`src/rtl/i2cm_q_pkg.sv`:
```
// Shared constants and the command entry type for the I2C master queue block.
package i2cm_q_pkg;
    localparam logic [7:0] OFS_DATA_CMD = 8'h10;
    localparam logic [7:0] OFS_RX_THR   = 8'h38;
    localparam logic [7:0] OFS_TX_THR   = 8'h3C;
    localparam logic [7:0] OFS_ENABLE   = 8'h6C;
    localparam logic [7:0] OFS_TX_LVL   = 8'h74;
    localparam logic [7:0] OFS_RX_LVL   = 8'h78;

    localparam int CMD_W  = 9;
    localparam int RD_W   = 16;

    typedef struct packed {
        logic       is_read;
        logic [7:0] payload;
    } q_cmd_t;
endpackage

```
`src/rtl/i2cm_q_fifo.sv`:
```
// Synchronous FIFO with a flush input.
// Assumes: push is ignored when full, pop is ignored when empty, and flush
// overrides both in the same cycle. Storage has no reset; only the pointers
// and the count are reset.
module i2cm_q_fifo #(
    parameter int W     = 9,
    parameter int DEPTH = 8,
    localparam int AW   = (DEPTH > 1) ? $clog2(DEPTH) : 1,
    localparam int CW   = $clog2(DEPTH + 1)
) (
    input  logic          clk,
    input  logic          rst_n,
    input  logic          flush,
    input  logic          push,
    input  logic [W-1:0]  wdata,
    input  logic          pop,
    output logic [W-1:0]  head,
    output logic [CW-1:0] level,
    output logic          full,
    output logic          empty
);
    logic [W-1:0]  mem [DEPTH];
    logic [AW-1:0] wp, rp, wp_nx, rp_nx;
    logic          do_push, do_pop;

    assign full    = (level == CW'(DEPTH));
    assign empty   = (level == '0);
    assign do_push = push && !full && !flush;
    assign do_pop  = pop && !empty && !flush;
    assign head    = mem[rp];

    // Pointer advance: plain increment when DEPTH is a power of two, wrap otherwise.
    generate
        if ((1 << AW) == DEPTH) begin : g_pow2
            assign wp_nx = wp + 1'b1;
            assign rp_nx = rp + 1'b1;
        end else begin : g_wrap
            assign wp_nx = (wp == AW'(DEPTH - 1)) ? '0 : wp + 1'b1;
            assign rp_nx = (rp == AW'(DEPTH - 1)) ? '0 : rp + 1'b1;
        end
    endgenerate

    // Pointer and occupancy bookkeeping.
    always_ff @(posedge clk) begin
        if (!rst_n || flush) begin
            wp    <= '0;
            rp    <= '0;
            level <= '0;
        end else begin
            if (do_push) wp <= wp_nx;
            if (do_pop)  rp <= rp_nx;
            level <= level + CW'(do_push) - CW'(do_pop);
        end
    end

    // Entry storage write.
    always_ff @(posedge clk) begin
        if (do_push) mem[wp] <= wdata;
    end


    fifo_level_bound_chk: assert property (@(posedge clk) disable iff (!rst_n)
        level <= CW'(DEPTH));


    fifo_push_only_chk: assert property (@(posedge clk) disable iff (!rst_n)
        (push && !full && !pop && !flush) |=> level == $past(level) + 1'b1);
endmodule

```
`src/rtl/i2cm_q_csr.sv`:
```
// Host-side register decode: enable, the two thresholds, the command push
// strobe, the receive pop strobe and the read-data mux.
// Assumes: single-cycle strobes, and read data that is valid in the strobe cycle.
module i2cm_q_csr
    import i2cm_q_pkg::*;
#(
    parameter int DEPTH = 8,
    localparam int TW   = (DEPTH > 1) ? $clog2(DEPTH) : 1,
    localparam int CW   = $clog2(DEPTH + 1)
) (
    input  logic            clk,
    input  logic            rst_n,
    input  logic            reg_wr,
    input  logic            reg_rd,
    input  logic [7:0]      reg_addr,
    input  logic [8:0]      reg_wdata,
    output logic [RD_W-1:0] reg_rdata,
    input  logic [CW-1:0]   tx_level,
    input  logic [CW-1:0]   rx_level,
    input  logic [7:0]      rx_head,
    input  logic            rx_empty,
    output logic            en,
    output logic [TW-1:0]   tx_thr,
    output logic [TW-1:0]   rx_thr,
    output logic            cmd_push,
    output q_cmd_t          cmd_word,
    output logic            rx_pop
);
    logic sel_dc;

    assign sel_dc   = (reg_addr == OFS_DATA_CMD);
    assign cmd_push = reg_wr && sel_dc;
    assign rx_pop   = reg_rd && sel_dc;

    // Build the queued entry: a read request carries a zero byte.
    always_comb begin
        cmd_word.is_read = reg_wdata[8];
        cmd_word.payload = reg_wdata[8] ? 8'h00 : reg_wdata[7:0];
    end

    // Control register writes.
    always_ff @(posedge clk) begin
        if (!rst_n) begin
            en     <= 1'b0;
            tx_thr <= '0;
            rx_thr <= '0;
        end else if (reg_wr) begin
            case (reg_addr)
                OFS_ENABLE: en     <= reg_wdata[0];
                OFS_TX_THR: tx_thr <= reg_wdata[TW-1:0];
                OFS_RX_THR: rx_thr <= reg_wdata[TW-1:0];
                default:    ;
            endcase
        end
    end

    // Read-data mux.
    always_comb begin
        reg_rdata = '0;
        case (reg_addr)
            OFS_DATA_CMD: reg_rdata = rx_empty ? '0 : RD_W'(rx_head);
            OFS_TX_LVL:   reg_rdata = RD_W'(tx_level);
            OFS_RX_LVL:   reg_rdata = RD_W'(rx_level);
            OFS_TX_THR:   reg_rdata = RD_W'(tx_thr);
            OFS_RX_THR:   reg_rdata = RD_W'(rx_thr);
            OFS_ENABLE:   reg_rdata = RD_W'(en);
            default:      reg_rdata = '0;
        endcase
    end


    empty_read_zero_chk: assert property (@(posedge clk) disable iff (!rst_n)
        (rx_pop && rx_empty) |-> reg_rdata == '0);
endmodule

```
`src/rtl/i2cm_q_irq.sv`:
```
// Threshold compares for the two interrupt lines, and registered one-cycle
// error events.
// Assumes: the raw error conditions are single-cycle and are decided by the caller.
module i2cm_q_irq #(
    parameter int DEPTH = 8,
    localparam int TW   = (DEPTH > 1) ? $clog2(DEPTH) : 1,
    localparam int CW   = $clog2(DEPTH + 1)
) (
    input  logic          clk,
    input  logic          rst_n,
    input  logic          en,
    input  logic [CW-1:0] tx_level,
    input  logic [CW-1:0] rx_level,
    input  logic [TW-1:0] tx_thr,
    input  logic [TW-1:0] rx_thr,
    input  logic          tx_over_raw,
    input  logic          rx_over_raw,
    input  logic          rx_under_raw,
    output logic          irq_tx_empty,
    output logic          irq_rx_full,
    output logic          evt_tx_over,
    output logic          evt_rx_over,
    output logic          evt_rx_under
);
    assign irq_tx_empty = en && (tx_level <= CW'(tx_thr));
    assign irq_rx_full  = en && (rx_level >  CW'(rx_thr));

    // Register the error conditions into one-cycle pulses.
    always_ff @(posedge clk) begin
        if (!rst_n) begin
            evt_tx_over  <= 1'b0;
            evt_rx_over  <= 1'b0;
            evt_rx_under <= 1'b0;
        end else begin
            evt_tx_over  <= tx_over_raw;
            evt_rx_over  <= rx_over_raw;
            evt_rx_under <= rx_under_raw;
        end
    end


    tx_irq_needs_en_chk: assert property (@(posedge clk) disable iff (!rst_n)
        irq_tx_empty |-> en);


    rx_irq_nonempty_chk: assert property (@(posedge clk) disable iff (!rst_n)
        irq_rx_full |-> rx_level != '0);
endmodule

```
`src/rtl/i2cm_xfer_queue.sv`:
```
// Top level of the I2C master queue block: a command queue (host to engine),
// a receive queue (engine to host), register decode and interrupt/event logic.
// Assumes: the engine pops commands only while eng_tx_valid is high. An abort,
// or a cleared enable, empties both queues.
module i2cm_xfer_queue
    import i2cm_q_pkg::*;
#(
    parameter int DEPTH = 8,
    localparam int TW   = (DEPTH > 1) ? $clog2(DEPTH) : 1,
    localparam int CW   = $clog2(DEPTH + 1)
) (
    input  logic             clk,
    input  logic             rst_n,
    input  logic             reg_wr,
    input  logic             reg_rd,
    input  logic [7:0]       reg_addr,
    input  logic [8:0]       reg_wdata,
    output logic [RD_W-1:0]  reg_rdata,
    output logic             eng_tx_valid,
    output logic [CMD_W-1:0] eng_tx_cmd,
    input  logic             eng_tx_ready,
    input  logic             eng_rx_valid,
    input  logic [7:0]       eng_rx_data,
    input  logic             eng_abort,
    output logic             irq_tx_empty,
    output logic             irq_rx_full,
    output logic             evt_tx_over,
    output logic             evt_rx_over,
    output logic             evt_rx_under
);
    logic          en, flush, cmd_push, rx_pop, host_push;
    q_cmd_t        cmd_word;
    logic [TW-1:0] tx_thr, rx_thr;
    logic [CW-1:0] tx_level, rx_level;
    logic          tx_full, tx_empty, rx_full, rx_empty;
    logic [CMD_W-1:0] tx_head;
    logic [7:0]    rx_head;

    assign flush        = eng_abort || !en;
    assign host_push    = cmd_push && en;
    assign eng_tx_valid = !tx_empty;
    assign eng_tx_cmd   = tx_head;

    i2cm_q_csr #(.DEPTH(DEPTH)) u_csr (
        .clk(clk), .rst_n(rst_n), .reg_wr(reg_wr), .reg_rd(reg_rd),
        .reg_addr(reg_addr), .reg_wdata(reg_wdata), .reg_rdata(reg_rdata),
        .tx_level(tx_level), .rx_level(rx_level), .rx_head(rx_head),
        .rx_empty(rx_empty), .en(en), .tx_thr(tx_thr), .rx_thr(rx_thr),
        .cmd_push(cmd_push), .cmd_word(cmd_word), .rx_pop(rx_pop)
    );

    i2cm_q_fifo #(.W(CMD_W), .DEPTH(DEPTH)) u_txq (
        .clk(clk), .rst_n(rst_n), .flush(flush), .push(host_push),
        .wdata(cmd_word), .pop(eng_tx_ready), .head(tx_head),
        .level(tx_level), .full(tx_full), .empty(tx_empty)
    );

    i2cm_q_fifo #(.W(8), .DEPTH(DEPTH)) u_rxq (
        .clk(clk), .rst_n(rst_n), .flush(flush), .push(eng_rx_valid),
        .wdata(eng_rx_data), .pop(rx_pop), .head(rx_head),
        .level(rx_level), .full(rx_full), .empty(rx_empty)
    );

    i2cm_q_irq #(.DEPTH(DEPTH)) u_irq (
        .clk(clk), .rst_n(rst_n), .en(en),
        .tx_level(tx_level), .rx_level(rx_level),
        .tx_thr(tx_thr), .rx_thr(rx_thr),
        .tx_over_raw(host_push && tx_full && !flush),
        .rx_over_raw(eng_rx_valid && rx_full && !flush),
        .rx_under_raw(rx_pop && rx_empty),
        .irq_tx_empty(irq_tx_empty), .irq_rx_full(irq_rx_full),
        .evt_tx_over(evt_tx_over), .evt_rx_over(evt_rx_over),
        .evt_rx_under(evt_rx_under)
    );


    abort_flush_chk: assert property (@(posedge clk) disable iff (!rst_n)
        eng_abort |=> (tx_level == '0 && rx_level == '0));


    disabled_empty_chk: assert property (@(posedge clk) disable iff (!rst_n)
        !en |=> (tx_level == '0 && rx_level == '0 && !evt_tx_over));


    tx_drop_hold_chk: assert property (@(posedge clk) disable iff (!rst_n)
        (host_push && tx_full && !eng_tx_ready && !flush) |=>
            (tx_level == $past(tx_level) && evt_tx_over));


    rx_drop_hold_chk: assert property (@(posedge clk) disable iff (!rst_n)
        (eng_rx_valid && rx_full && !rx_pop && !flush) |=>
            (rx_level == $past(rx_level) && evt_rx_over));
endmodule

```
`config.mk`:
```
export PLATFORM = sky130hd
export DESIGN_NAME = i2cm_xfer_queue
export DESIGN_NICKNAME = d
export VERILOG_FILES = /design/src/rtl/i2cm_q_pkg.sv /design/src/rtl/i2cm_q_fifo.sv /design/src/rtl/i2cm_q_csr.sv /design/src/rtl/i2cm_q_irq.sv /design/src/rtl/i2cm_xfer_queue.sv
export SDC_FILE = /design/constraint.sdc
export NUM_CORES = 1
export LEC_CHECK = 0
export BUFFER_PORTS_ARGS = -buffer_cell sky130_fd_sc_hd__buf_2
export CORE_ASPECT_RATIO = 0.8
export CORE_MARGIN = 4
export CORE_UTILIZATION = 30
export CTS_CLUSTER_DIAMETER = 100
export CTS_CLUSTER_SIZE = 24
export DETAILED_ROUTE_END_ITERATION = 7
export SETUP_SLACK_MARGIN = 0.2
export SYNTH_ARGS = -nofsm -noshare
export SYNTH_HDL_FRONTEND = slang
export SYNTH_SLANG_ARGS = --single-unit
```
`constraint.sdc`:
```
create_clock -name clk -period 4.68 [get_ports clk]
set_input_delay 0.468 -clock clk [delete_from_list [all_inputs] [get_ports clk]]
set_output_delay 0.468 -clock clk [all_outputs]
set_load 0.02 [all_outputs]
```
### After elaboration in Yosys (flattened, before gate mapping)

Memories as Yosys holds them, arrays and structs flattened. A register that Yosys moved wholly into a read port is not among the register bits.
Index checks and enable logic that the tools add are counted.

| storage, ports and cells | value |
|---|---|
| bits in writable memories | 136 |
| register bits after elaboration | 30 |
| bits in read-only memories | 0 |
| word-level logic and storage cells | 75 |
| input port bits | 32 |
| bits in latches | 0 |
| memories | 2 |

| operators by class | value |
|---|---|
| mux-type cells | 11 |
| magnitude comparators | 2 |
| equal/unequal tests | 8 |
| multiply operators | 0 |
| shift operators | 0 |
| add/subtract/negate cells | 8 |
| reductions and logical operators | 32 |
| bitwise logic cells | 0 |
| divide/modulo/power cells | 0 |

Memory list:

| memory | depth | bits a word | read ports | clocked after Yosys merged registers in | write ports | RTL line | source |
|---|---|---|---|---|---|---|---|
| u_txq.mem | 8 | 9 | 1 | 1 | 1 | i2cm_q_fifo.sv:22 | `logic [W-1:0] mem [DEPTH];` |
| u_rxq.mem | 8 | 8 | 1 | 1 | 1 | i2cm_q_fifo.sv:22 |  |

Operators by type and width:

| operator | count |
|---|---|
| 16-bit case mux with 6 select lines | 1 |
| 8-bit by 7-bit equality test with 1-bit output (second input constant) | 3 |
| 1-bit logical AND | 18 |
| 8-bit by 6-bit equality test with 1-bit output (second input constant) | 2 |
| 8-bit 2-to-1 mux | 2 |
| 3-bit by 1-bit adder with 3-bit output (second input constant) | 4 |
| 3-bit 2-to-1 mux | 4 |
| 4-bit by 1-bit adder with 4-bit output | 2 |
| 4-bit equality test (second input constant) | 2 |
| 8-bit by 5-bit equality test with 1-bit output (second input constant) | 1 |
| 4-bit logical NOT | 2 |
| 4-bit by 1-bit subtractor with 4-bit output | 2 |
| 1-bit logical NOT | 7 |
| 2-bit AND reduction | 3 |
| 4-bit by 3-bit > comparator with 1-bit output | 1 |
| 4-bit by 3-bit <= comparator with 1-bit output | 1 |
| 1-bit 2-to-1 mux | 4 |
| 1-bit logical OR | 2 |

### Longest topological paths before layout

| depth | value |
|---|---|
| word-level depth | 7 |
| depth in mapped cells | 12 |
| depth with buffers taken out | 12 |

### Cells and area by module

A second synthesis with hierarchy kept.

| unflattened totals | value |
|---|---|
| cells, all modules | 489 |
| area total of the unflattened synthesis | 7,657.3 µm² |

Modules (own cells, without submodules):

| module | instances | area an instance (µm²) | sequential area each (µm²) | cells each |
|---|---|---|---|---|
| i2cm_q_fifo (u_txq) | 1 | 3,487.1 | 2,422.3 | 188 |
| i2cm_q_fifo (u_rxq) | 1 | 3,183.1 | 2,182.1 | 177 |
| i2cm_q_csr | 1 | 700.7 | 140.1 | 88 |
| i2cm_q_irq | 1 | 242.7 | 60.1 | 30 |
| i2cm_xfer_queue | 1 | 43.8 | 0.0 | 6 |

### Worst setup path after synthesis

No wires, ideal clock.

| timing | value |
|---|---|
| path kind | input port to flip-flop |
| start point | in reg_addr[2] |
| end point | mem u_txq.mem[0][0] (enable) |
| path buffers | 1 |
| required time | 4.293 ns |
| arrival | 2.163 ns |
| setup slack | 2.131 ns |
| cell stages on the path | 5 |
| cell sequence | buf_6 > nor4_4 > nand4_1 > or3_1 > nor3_1 |

| between the ends | value |
|---|---|
| cells in the longest elaborated chain, start to end | 7 |

Ends and longest elaborated chain:

| item | RTL line | source |
|---|---|---|
| start: declaration | i2cm_xfer_queue.sv:16 | `input logic [7:0] reg_addr,` |
| 8-bit by 5-bit equality test with 1-bit output | i2cm_q_csr.sv:31 | `assign sel_dc = (reg_addr == OFS_DATA_CMD);` |
| 1-bit logical AND | i2cm_q_csr.sv:32 | `assign cmd_push = reg_wr && sel_dc;` |
| 1-bit logical AND | i2cm_xfer_queue.sv:40 | `assign host_push = cmd_push && en;` |
| 1-bit logical AND (2 in a row) | i2cm_q_fifo.sv:28 | `assign do_push = push && !full && !flush;` |
| 1-bit 2-to-1 mux | i2cm_q_fifo.sv:58 | `if (do_push) mem[wp] <= wdata;` |
| 1-bit 2-to-1 mux (not written as such) | i2cm_q_fifo.sv:58 |  |
| end: declaration | i2cm_q_fifo.sv:22 |  |

Every way passes these cells.

==> flow_metrics.env <==
export IMPL_synth_area_top_cells="edfxtp_1, mux4_2, dfxtp_1, ha_1, mux2i_1"
export IMPL_max_cap_violations=0
export IMPL_worstPathMaxFanout=16
export IMPL_cp_slowest_cell="dfxtp_1"
export IMPL_core_area_mm2=0.0237
export IMPL_setup_viol=0
export IMPL_grt_usage_pct=11.7
export IMPL_p_sw_mw=0.667
export IMPL_yosysSeqAreaShare_pct=65.5
export IMPL_worstPathRequired_ns=4.21
export IMPL_p_per_area_mw_per_mm2=374
export IMPL_crit_buf_inv=1
export IMPL_fin_crit_sh_pct=66.1
export IMPL_start_util_pct=31.0
export IMPL_path_class="reg -> out"
export IMPL_slew_viol_final=0
export IMPL_synth_commonest_cells="edfxtp_1, dfxtp_1, nor2_1"
export IMPL_cts_tree="yes"
export IMPL_cts_buffers_inserted=17
export IMPL_clk_pin_slew_ns=0.07
export IMPL_drive_above_1_share_pct=26.2
export IMPL_synth_distinct_cells=44
export IMPL_via_per_inst=4.72
export IMPL_p_int_mw=2.53
export IMPL_final_hold_viol_count=0
export IMPL_cp_arrival_ns=2.63
export IMPL_ir_drop_mv=0.246
export IMPL_preCtsSetupSlack_ns=1.53
export IMPL_htree_levels=4
export IMPL_wl_per_cell_um=18.0
export IMPL_cts_root_buf="clkbuf_16"
export IMPL_yosysTopAreaCellShare_pct=55.6
export IMPL_dieArea_mm2=0.0271
export IMPL_avgSynthCellArea_um2=15.9
export IMPL_synth_largest_area_cell="edfxtp_1"
export IMPL_dieHeight_um=148
export IMPL_synthToLayoutAreaGrowth_pct=16.3
export IMPL_cts_setup_buffers=0
export IMPL_rows=50
export IMPL_synth_edf_count=136
export IMPL_fmax_ghz=0.323
export IMPL_synth_cell_area_mm2=0.00734
export IMPL_cts_resized=0
export IMPL_clkLatencyLatePin_ns=0.43
export IMPL_hpwlAfterDp_mm=10.4
export IMPL_drt_iter0_drc=307
export IMPL_synth_async_reset_ratio_pct=0
export IMPL_syn_inst=463
export IMPL_combPwrFrac_pct=1.8
export IMPL_status="complete, no violations"
export IMPL_clockBufferDepth=2
export IMPL_grt_antenna_before_repair=2
export IMPL_crit_chain="mux4_2 > mux2i_1 > o21ai_0 > buf_2"
export IMPL_fin_setup_tns_ns=0
export IMPL_grt_max_degree=23
export IMPL_final_nets=578
export IMPL_ys_ff_latch=172
export IMPL_power_leakage_nw=2.75
export IMPL_switching_share_pct=20.9
export IMPL_worst_slack_ns=1.59
export IMPL_grt_pass1_vias=4219
export IMPL_port_buffers=54
export IMPL_slowest_delay_ns=1.06
export IMPL_period_minus_slack_ns=3.09
export IMPL_slew_headroom_pct=14.2
export IMPL_rsz0062_at_grt="false"
export IMPL_tightestPinTransition_ns=1.28
export IMPL_firstDrtPassIters=4
export IMPL_drc=0
export IMPL_die_x_um=183
export IMPL_fin_skew_ns=0.0106
export IMPL_gp_congestion=0.781
export IMPL_io_pins=63
export IMPL_hold_class="in -> reg"
export IMPL_ys_warnings_count=0
export IMPL_synth_most_common_cell="edfxtp_1"
export IMPL_wl_mm=15.2
export IMPL_clkPwrFrac_pct=46.7
export IMPL_start_kind="register"
export IMPL_hold_buffers=0
export IMPL_hold_start="reg_rd"
export IMPL_crit_family="flip-flops"
export IMPL_grt_pass1_wl_mm=24.1
export IMPL_diodes=0
export IMPL_ys_flop_type="edfxtp_1"
export IMPL_grt_overflow=0
export IMPL_num_vias=3997
export IMPL_regToRegStartpoint="u_txq.level[2]"
export IMPL_pwr_share_seq_pct=51.5
export IMPL_cts_sinks=172
export IMPL_worstSetupEndpointType="output pin"
export IMPL_ant_nets=0
## cell usage in the layout, fill, tap and decap left out, drive strengths merged, types with 11 or more instances in the layout
master,netlist,routed
mux2i,17,17
buf,18,56
nor2,36,36
edfxtp,136,136
nor2b,16,16
o21ai,11,11
clkbuf,5,18
dfxtp,36,36
ha,22,22
inv,22,32
mux4,34,34
nand2,16,16
## worst paths after layout
path	endpoint	slack, ns	cells after the start
setup reg to reg	u_txq.mem[1][6]	1.84	6
hold reg to reg	register	0.49	2
setup / recovery	reg_rdata[2]	1.59	4
hold / removal	u_irq.evt_rx_under	0.29	3
## stage by stage
step	cell area, um^2	std cells	hold slack (ns)	utilization (%)	power (mW)
6_report	8540	847	0.286	36.0	3.19
5_1_grt	8540	847	0.276	36.0	3.30
4_1_cts	8530	846	0.266	36.0	3.23
2_1_floorplan	7370	470	0.448	-	1.71
3_3_place_gp	7910	814	0.468	33.4	1.73
3_5_place_dp	7910	814	0.490	33.4	1.73
## cell type report
cell class | count | area [um^2]
sequential | 172 | 4800
timing repair buffer | 56 | 283
clock inverter | 14 | 194
multi-input combinational | 253 | 2350
clock buffer | 18 | 429
inverter | 22 | 82.6
tap | 312 | 390
fill | 2213 | 15200
## routing by layer
metal  global-route usage (%)  up-vias  routed length [um]
met5                        0        -                  14
met4                     3.24        4                 147
li1                         -     1867                   -
met3                     3.47       14                 731
met1                     15.2     2018                6840
met2                     19.1       94                7510
## sequential cells by signal, summed over array words and instances (netlist names), named ones only
signal,flops
u_txq.mem,72
u_txq.rp,3
u_txq.wp,3
u_irq.evt_rx_over,1
u_csr.en,1
u_txq.level,4
u_irq.evt_tx_over,1
u_csr.tx_thr,3
u_rxq.level,4
u_csr.rx_thr,3
u_irq.evt_rx_under,1
u_rxq.mem,64
u_rxq.wp,3
u_rxq.rp,3
## logic make-up after synthesis
| family | Yosys count | synth area share (%) |
|---|---|---|
| other cells | 1 | 0.0511 |
| compound gates | 29 | 2.44 |
| fa+ha+maj | 24 | 4.30 |
| simple gates | 122 | 9.46 |
| buf+inv | 45 | 2.98 |
| mux | 60 | 14.1 |
| flops | 172 | 65.5 |
| xor+xnor | 10 | 1.19 |
## worst reg2reg max path, cell delays in order, from the launching register on
cell     delay [ns]
dfxtp_1        0.36
inv_1          0.09
ha_1           0.19
or3b_2         0.22
nand4_1        0.18
or3_1          0.43
nor3_1         0.99
## power by group through the flow
stage	registers [mW]	clock network, mW	logic (mW)
floorplan	1.68	0	0.0303
global placement	1.68	0	0.0529
detailed placement	1.68	0	0.0561
CTS	1.64	1.53	0.0562
global route	1.64	1.60	0.0625
finish	1.64	1.49	0.0564
Power figures use the tool's default switching activity.
